===== config.mk =====
export PLATFORM = sky130hd
export DESIGN_NAME = lpm_clk_ctrl
export DESIGN_NICKNAME = d
export VERILOG_FILES = /design/src/rtl/lpm_pkg.sv /design/src/rtl/lpm_wake_detect.sv /design/src/rtl/lpm_mode_fsm.sv /design/src/rtl/lpm_gate_decode.sv /design/src/rtl/lpm_clk_ctrl.sv
export SDC_FILE = /design/constraint.sdc
export NUM_CORES = 1
export LEC_CHECK = 0
export CAP_MARGIN = 10
export CORE_AREA = 4 4 48 50
export CTS_BUF_LIST = sky130_fd_sc_hd__clkbuf_16
export CTS_CLUSTER_DIAMETER = 50
export DETAILED_ROUTE_END_ITERATION = 8
export DIE_AREA = 0 0 52 54
export PLACE_DENSITY = 0.73
export SLEW_MARGIN = 0
export SYNTH_ARGS = -nofsm -noshare
export SYNTH_HDL_FRONTEND = slang
export SYNTH_SLANG_ARGS = --single-unit
export TNS_END_PERCENT = 20

===== constraint.sdc =====
create_clock -name clk -period 1.1 [get_ports clk]
set_input_delay 0.11 -clock clk [delete_from_list [all_inputs] [get_ports clk]]
set_output_delay 0.11 -clock clk [all_outputs]
set_load 0.005 [all_outputs]

===== src/rtl/lpm_pkg.sv =====
// Package: shared state type and mode codes of the low-power controller.
// Assumes: mode codes are decoded by software and must not change.
package lpm_pkg;

    typedef enum logic [1:0] {
        ST_RUN   = 2'b00,
        ST_SLEEP = 2'b01,
        ST_STOP  = 2'b10,
        ST_WAKE  = 2'b11
    } lpm_state_e;

    localparam logic [1:0] MODE_RUN   = 2'b00;
    localparam logic [1:0] MODE_SLEEP = 2'b01;
    localparam logic [1:0] MODE_STOP  = 2'b10;

endpackage


===== src/rtl/lpm_wake_detect.sv =====
// Module: qualifies each wakeup line with its mask bit and reduces the
// result to one wake indication.
// Assumes: lines are already synchronous to clk; mask bit 1 disables a line.
module lpm_wake_detect #(
    parameter int N_WAKE = 19
) (
    input  logic [N_WAKE-1:0] lines,
    input  logic [N_WAKE-1:0] mask,
    output logic              hit
);

    logic [N_WAKE-1:0] qual;

    // Per-line qualification by the mask bit.
    for (genvar i = 0; i < N_WAKE; i++) begin : g_line
        assign qual[i] = lines[i] & ~mask[i];
    end

    // Any qualified line is a wakeup.
    always_comb begin
        hit = |qual;
    end

endmodule


===== src/rtl/lpm_mode_fsm.sv =====
// Module: mode sequencer. Moves between run, sleep, stop and the wait for
// the RC oscillator after stop.
// Assumes: wake_hit is already masked; wfi_req is honoured only in run.
module lpm_mode_fsm
    import lpm_pkg::*;
(
    input  logic       clk,
    input  logic       rst_n,
    input  logic       wfi_req,
    input  logic       deep_sel,
    input  logic       wake_hit,
    input  logic       rc_ready,
    output lpm_state_e state
);

    lpm_state_e state_nxt;

    // Next-state selection.
    always_comb begin
        state_nxt = state;
        unique case (state)
            ST_RUN: begin
                if (wfi_req && !wake_hit) begin
                    state_nxt = deep_sel ? ST_STOP : ST_SLEEP;
                end
            end
            ST_SLEEP: begin
                if (wake_hit) state_nxt = ST_RUN;
            end
            ST_STOP: begin
                if (wake_hit) state_nxt = ST_WAKE;
            end
            ST_WAKE: begin
                if (rc_ready) state_nxt = ST_RUN;
            end
            default: state_nxt = ST_RUN;
        endcase
    end

    // State register with synchronous reset.
    always_ff @(posedge clk) begin
        if (!rst_n) state <= ST_RUN;
        else        state <= state_nxt;
    end

    AST_SLEEP_EXIT: assert property (@(posedge clk) disable iff (!rst_n)
        (state == ST_SLEEP && wake_hit) |=> (state == ST_RUN));

    AST_ENTRY_ABORT: assert property (@(posedge clk) disable iff (!rst_n)
        (state == ST_RUN && wfi_req && wake_hit) |=> (state == ST_RUN));

    AST_WAIT_READY: assert property (@(posedge clk) disable iff (!rst_n)
        (state == ST_WAKE && !rc_ready) |=> (state == ST_WAKE));

    AST_READY_RELEASE: assert property (@(posedge clk) disable iff (!rst_n)
        (state == ST_WAKE && rc_ready) |=> (state == ST_RUN));

    AST_STOP_HOLD: assert property (@(posedge clk) disable iff (!rst_n)
        (state == ST_STOP && !wake_hit) |=> (state == ST_STOP));

    AST_NO_STRAY_ENTRY: assert property (@(posedge clk) disable iff (!rst_n)
        (state == ST_SLEEP && !wake_hit) |=> (state == ST_SLEEP));

endmodule


===== src/rtl/lpm_gate_decode.sv =====
// Module: turns the sequencer state into clock and oscillator enables.
// Assumes: osc_req is only meaningful while stopped; in run and sleep every
// peripheral clock is already on.
module lpm_gate_decode
    import lpm_pkg::*;
#(
    parameter int N_REQ = 2
) (
    input  lpm_state_e       state,
    input  logic             pll_sw_en,
    input  logic             xtal_sw_en,
    input  logic [N_REQ-1:0] osc_req,
    output logic             cpu_clk_en,
    output logic             per_clk_en,
    output logic [N_REQ-1:0] req_clk_en,
    output logic             pll_en,
    output logic             rc_en,
    output logic             xtal_en,
    output logic [1:0]       mode
);

    logic awake_osc;
    logic stopped;

    // Core enables from the state.
    always_comb begin
        awake_osc  = (state == ST_RUN) || (state == ST_SLEEP);
        stopped    = (state == ST_STOP) || (state == ST_WAKE);
        cpu_clk_en = (state == ST_RUN);
        per_clk_en = awake_osc;
        pll_en     = awake_osc && pll_sw_en;
        xtal_en    = awake_osc && xtal_sw_en;
        rc_en      = awake_osc || (state == ST_WAKE) || (stopped && |osc_req);
    end

    // Per-requester clock: on with the common clock or its own request.
    for (genvar k = 0; k < N_REQ; k++) begin : g_req
        assign req_clk_en[k] = awake_osc || (stopped && osc_req[k]);
    end

    // Mode code: the wait for RC ready still reports stop.
    always_comb begin
        unique case (state)
            ST_RUN:   mode = MODE_RUN;
            ST_SLEEP: mode = MODE_SLEEP;
            default:  mode = MODE_STOP;
        endcase
    end

endmodule


===== src/rtl/lpm_clk_ctrl.sv =====
// Module: top of the low-power mode clock controller. Combines the wake
// qualification, the mode sequencer and the enable decode.
// Assumes: all inputs synchronous to the always-on clk; no reset is ever
// issued on exit from a low-power mode.
module lpm_clk_ctrl
    import lpm_pkg::*;
#(
    parameter  int N_EXT  = 16,
    parameter  int N_INT  = 3,
    parameter  int N_REQ  = 2,
    localparam int N_WAKE = N_EXT + N_INT
) (
    input  logic              clk,
    input  logic              rst_n,
    input  logic              wfi_req,
    input  logic              deep_sel,
    input  logic              pll_sw_en,
    input  logic              xtal_sw_en,
    input  logic [N_WAKE-1:0] wake_lines,
    input  logic [N_WAKE-1:0] wake_mask,
    input  logic [N_REQ-1:0]  osc_req,
    input  logic              rc_ready,
    output logic              cpu_clk_en,
    output logic              per_clk_en,
    output logic [N_REQ-1:0]  req_clk_en,
    output logic              pll_en,
    output logic              rc_en,
    output logic              xtal_en,
    output logic [1:0]        mode
);

    logic       wake_hit;
    lpm_state_e state;

    lpm_wake_detect #(.N_WAKE(N_WAKE)) u_wake (
        .lines (wake_lines),
        .mask  (wake_mask),
        .hit   (wake_hit)
    );

    lpm_mode_fsm u_fsm (
        .clk      (clk),
        .rst_n    (rst_n),
        .wfi_req  (wfi_req),
        .deep_sel (deep_sel),
        .wake_hit (wake_hit),
        .rc_ready (rc_ready),
        .state    (state)
    );

    lpm_gate_decode #(.N_REQ(N_REQ)) u_dec (
        .state      (state),
        .pll_sw_en  (pll_sw_en),
        .xtal_sw_en (xtal_sw_en),
        .osc_req    (osc_req),
        .cpu_clk_en (cpu_clk_en),
        .per_clk_en (per_clk_en),
        .req_clk_en (req_clk_en),
        .pll_en     (pll_en),
        .rc_en      (rc_en),
        .xtal_en    (xtal_en),
        .mode       (mode)
    );

    AST_STOP_OSC_OFF: assert property (@(posedge clk) disable iff (!rst_n)
        (mode == MODE_STOP) |-> (!pll_en && !xtal_en && !cpu_clk_en && !per_clk_en));

    AST_REQ_NEEDS_RC: assert property (@(posedge clk) disable iff (!rst_n)
        (|req_clk_en && !per_clk_en) |-> rc_en);

    AST_CPU_ONLY_RUN: assert property (@(posedge clk) disable iff (!rst_n)
        cpu_clk_en |-> (mode == MODE_RUN));

    AST_SLEEP_KEEPS_PER: assert property (@(posedge clk) disable iff (!rst_n)
        (mode == MODE_SLEEP) |-> (per_clk_en && rc_en && !cpu_clk_en));

endmodule


* Word level (Yosys, flattened, before mapping)
Cells that the tools add are included.
** Word-level totals
- Flip-flop bits (word level) :: 2
- Input bits :: 47
- Output and inout port bits :: 9
- Logic and storage cells :: 70
** Cells by class
- Equal/unequal tests :: 7
- Muxes and demuxes :: 7
- Bitwise operators :: 38
- Reduce and logical (&&, ||, !) cells :: 17
** Operators with widths (count)
- $and A1 B1 Y1 :: 19
- $not A1 Y1 :: 19
- $reduce_or A19 Y1 :: 1
- $mux W2 :: 5
- $pmux W2 S4 :: 1
- $logic_and A1 B1 Y1 :: 6
- $logic_or A1 B1 Y1 :: 6
- $ne A2 B2 Y1 const B :: 3
- $eq A2 B2 Y1 const B :: 2
- $pmux W2 S2 :: 1
- $reduce_and A4 Y1 :: 1
- $eq A2 B1 Y1 const B :: 1
- $logic_not A2 Y1 :: 1
- $ne A2 B1 Y1 const B :: 1
- $reduce_or A2 Y1 :: 1
- $logic_not A1 Y1 :: 1

* Logic depth before layout (Yosys ltp)
- Depth after elaboration :: 7
- Gate-level depth with buffers :: 5
- Depth with buffers taken out :: 5

* Cells and area by module
From an unflattened synthesis, not the netlist that was laid out.
** Second synthesis, totals
- Cell total of the unflattened synthesis :: 49
- Area total of the unflattened synthesis :: 330.3 µm²
** Modules (own cells, without submodules)
- lpm_wake_detect :: instances 1, cells each 29, area each 153.9 µm², seq. area each 0.0 µm²
- lpm_mode_fsm :: instances 1, cells each 11, area each 113.9 µm², seq. area each 40.0 µm²
- lpm_gate_decode :: instances 1, cells each 9, area each 62.6 µm², seq. area each 0.0 µm²

* Worst setup path before layout
OpenSTA, ideal clock, no wires.
- Path type :: register to register
- Start point :: register u_fsm.state[1]
- End point :: register u_fsm.state[0]
- Library setup time :: 0.117 ns
- Arrival time :: 0.936 ns
- Required time :: 0.983 ns
- Slack :: 0.047 ns
- Stages on the path, launching flop included :: 6
- Path buffers :: 1
- Clock period less this slack :: 1.053 ns
- Path through :: dfxtp_1 > buf_2 > nor2_1 > a21oi_1 > nand3_1 > and4b_1
** On the way
- Longest elaborated chain between the ends :: 3
- Elaborated cells on any way between the ends :: 10
- Classes of those cells :: eq/ne (7); mux (1); reduce/logical (2)
** Ends and longest elaborated chain
- from (decl) :: RTL line lpm_mode_fsm.sv:13 : output lpm_state_e state
- from (signal assigned) :: RTL line lpm_mode_fsm.sv:43 : else state <= state_nxt;
- $eq A2 B1 Y1, or another cell as far along :: RTL line lpm_mode_fsm.sv:21 : unique case (state)
- $ne A2 B2 Y1 (no line) / $ne A2 B1 Y1 (equally long branches)
- $reduce_and A4 Y1 (no line)
Parallel ways exist; a longest one is shown, timed or not.
A chain may end at the register's enable or synchronous reset.

* Worst setup path after layout
- Start point :: input wake_lines[8]
- End point :: register u_fsm.state[0]
** On the way
- Longest elaborated chain between the ends :: 6
- Elaborated cells on any way between the ends :: 8
- Classes of those cells :: eq/ne (3); bitwise (1); reduce/logical (4)
** Ends and longest elaborated chain
- from (decl) :: RTL line lpm_clk_ctrl.sv:19 : input logic [N_WAKE-1:0] wake_lines,
- $and A1 B1 Y1 * :: RTL line lpm_wake_detect.sv:16 : assign qual[i] = lines[i] & ~mask[i];
- $reduce_or A19 Y1 * :: RTL line lpm_wake_detect.sv:21 : hit = |qual;
- $logic_not A1 Y1 :: RTL line lpm_mode_fsm.sv:23 : if (wfi_req && !wake_hit) begin
- $logic_and A1 B1 Y1 :: RTL line lpm_mode_fsm.sv:23
- $ne A2 B1 Y1 (no line)
- $reduce_and A4 Y1 (no line) *
Mark *: on every way between the ends. The rest lies on a longest branch, timed or not.

==> results.toml <==
[grt]
grt_pass1_wl_um = 2070
grtUsageTotal = 0.0999
antenna_found_initial = 0
overflow = 0
grt_max_degree = 12
met3_usage = 0.0194
grt_pass1_vias = 570
met2_usage = 0.213
gr-usage-met1 = 0.0844
busiest_layer = "met2"

[timing]
rsz0062_at_grt = "yes"
slew_violations = 0
tightest_slew_ns = 0.326
period_needed_ns = 1.15
whs_ns = 0.374
finalWorstSetupSlack_ns = -0.0534
hold_viol_final = 0
fin_tns_setup_ns = -0.0967
slew_headroom = 0.781
setup_viol = 2
clock.fmax_mhz = 867
finalCritPeriodShare = 1.05
skew_ns = 0.000572

[setup_path]
crit_buf_inv = 2
cp.arrival_ns = 1.26
rr_endpoint = "u_fsm.state[0]$_SDFFE_PN0P_"
cp_max_fo = 3
cp_cell_sequence = "clkdlybuf4s50_1 > a222oi_1 > buf_4 > nand3_2 > and4b_1"
worst-setup-path-type = "in2reg"
rrSetupSlack_ns = 0.01
start_kind = "primary input"
slowest_stage = "clkdlybuf4s50_1"
max_stage_delay_ns = 0.40
regToRegStartpoint = "u_fsm.state[1]$_SDFFE_PN0P_"
cp_top_family = "buffers and inverters"
r2r_cells = 5
required_ns = 1.20
critical_path.endpoint_type = "register"

[yosys]
syn_inst = 48
synth_edf_count = 0
seq_area_frac_synth = 0.116
yosysTopAreaCell = "nand2b_1"
ys.flop_type = "dfxtp_1"
avgSynthCellArea_sq_um = 7.17
yosysTopAreaCellShare = 0.236
synth_seq_cells = 2
syn-num-nets = 95
syn_area_sq_um = 344
synthArstFlopShare = 0
synth_top_cells_by_count = "nand2b_1 (13), inv_1 (8)"
synth_cell_types = 19
synth.most_common_cell = "nand2b_1"
synthTopCellsByArea = "nand2b_1 (24%), o2111ai_2 (13%), dfxtp_1 (12%)"
synth_warnings = 0

[power_and_ir_drop]
switching_share = 0.191
p_leak_nw = 0.746
clockPowerShare = 0.604
combPwrFrac = 0.314
seqPwrFrac = 0.082
finalPower_uw = 899
ir_worst_vdd_mv = 0.449
p_sw_uw = 172
power.density_nw_per_um2 = 743
p_int_uw = 728

[finish]
antenna_cells = 0
drive_gt1_frac = 0.361
syn2layout_area_growth_pct = 252
fin_nets = 157
regMostFlops = "u_fsm.state"
fin_cells = 135
largest_reg_flops = 2
reg_top3 = "u_fsm.state: 2 flops"

[floorplan]
core_sq_um = 1900
placement_rows = 16
die_h_um = 54
start_util = 0.181
die_x_um = 52
io_pins = 56
die_area_sq_um = 2810

[drt]
vias = 569
wl_per_cell_um = 12.3
drt_iter0_drc = 1
via_per_inst = 4.21
drc = 0
drtAntennaViolNets = 0
wl_um = 1660
drtPass1Iterations = 4

[clocking]
clkTransAtPathRegs_ns = 0.03
root_buffer = "clkbuf_16"
clkSinkCount = 2
cts_made_buffers = 3
cts_tree = "done"
clockBufferDepth = 2
htree_num_levels = 1
cts_hold_buf = 0
insertion_delay_ns = 0.22

[placed_design]
gp_congestion = 0.626
hpwl_um = 1280
port_buffers = 55
numPlacedInstances = 132

[hold_path]
hp-class = "in2reg"
hold_end = "u_fsm.state[1]$_SDFFE_PN0P_"
whs_path_depth = 6
hold_path_startpoint = "wake_lines[10]"

[status]
violations = "negative setup slack"
status = "finished, violations left"

[flow_run]
maxCapViolations = 0
## final cells by class
cell class | count | area, sq um
fill | 164 | 692
timing repair buffer | 59 | 609
multi-input combinational | 36 | 420
clock buffer | 3 | 75.1
sequential | 2 | 41.3
tap | 27 | 33.8
inverter | 8 | 30.0
## worst reg2reg max path, delay by kind of cell, from the launching register on
family                 cells  cell delay (ns)
AO/OA/AOI/OAI              1             0.15
AND/OR/NAND/NOR            3             0.33
flip-flops                 1             0.35
buffers and inverters      1             0.15
## worst max-delay path by stage
stage / from / end / cells past startpoint / slack, ns
CTS: wake_mask[13] / u_fsm.state[0]$_SDFFE_PN0P_ / 6 / -0.19
global route: wake_lines[16] / u_fsm.state[0]$_SDFFE_PN0P_ / 6 / -0.1
detailed placement: wake_mask[4] / u_fsm.state[0]$_SDFFE_PN0P_ / 6 / -0.51
finish: wake_lines[8] / u_fsm.state[0]$_SDFFE_PN0P_ / 5 / -0.05
global placement: wake_mask[4] / u_fsm.state[0]$_SDFFE_PN0P_ / 6 / -0.43
floorplan: u_fsm.state[1]$_SDFFE_PN0P_ / u_fsm.state[0]$_SDFFE_PN0P_ / 5 / 0.05
## stage by stage
step	instance area, sq um	worst slack (ns)	util
6_report	1210	-0.0534	0.636
5_1_grt	1210	-0.0990	0.636
4_1_cts	1080	-0.190	0.570
3_5_place_dp	950	-0.511	0.499
3_3_place_gp	950	-0.432	0.499
2_1_floorplan	344	0.0474	-
## cells in the final DEF (no fill, tap or decap), types with 2 or more instances in the layout
| cell | n |
|---|---|
| clkbuf_16 | 3 |
| dlygate4sd2_1 | 8 |
| clkdlybuf4s50_1 | 9 |
| nand3_1 | 2 |
| buf_4 | 4 |
| a21oi_1 | 2 |
| o2111ai_4 | 4 |
| clkbuf_2 | 6 |
| nor2b_1 | 3 |
| dlymetal6s2s_1 | 27 |
| inv_2 | 4 |
| nor2_1 | 2 |
| nand2b_4 | 13 |
| inv_1 | 4 |
| clkdlybuf4s15_1 | 4 |
## what timing repair did
item,CTS,global route
pin swaps,5,9
gates cloned,0,0
setup endpoints to repair,11,10
resized for setup,35,54
setup buffers,0,0
## logic make-up after synthesis
kind of cell	after synthesis	synth area share
compound gates	9	0.251
simple gates	27	0.520
buf+inv	10	0.113
flops	2	0.116
## per-layer routing
layer	wire (um)	vias to the layer above
met5	0	-
li1	-	284
met3	184	0
met2	936	39
met4	0	0
met1	538	246
## power groups by stage
stage,registers [mW],clock network [mW],logic (mW)
floorplan,0.0744,0,0.0575
global placement,0.0744,0,0.235
detailed placement,0.0744,0,0.241
CTS,0.0735,0.551,0.263
global route,0.0736,0.557,0.304
finish,0.0736,0.543,0.283
No activity file was read; power rests on OpenSTA's default activity.
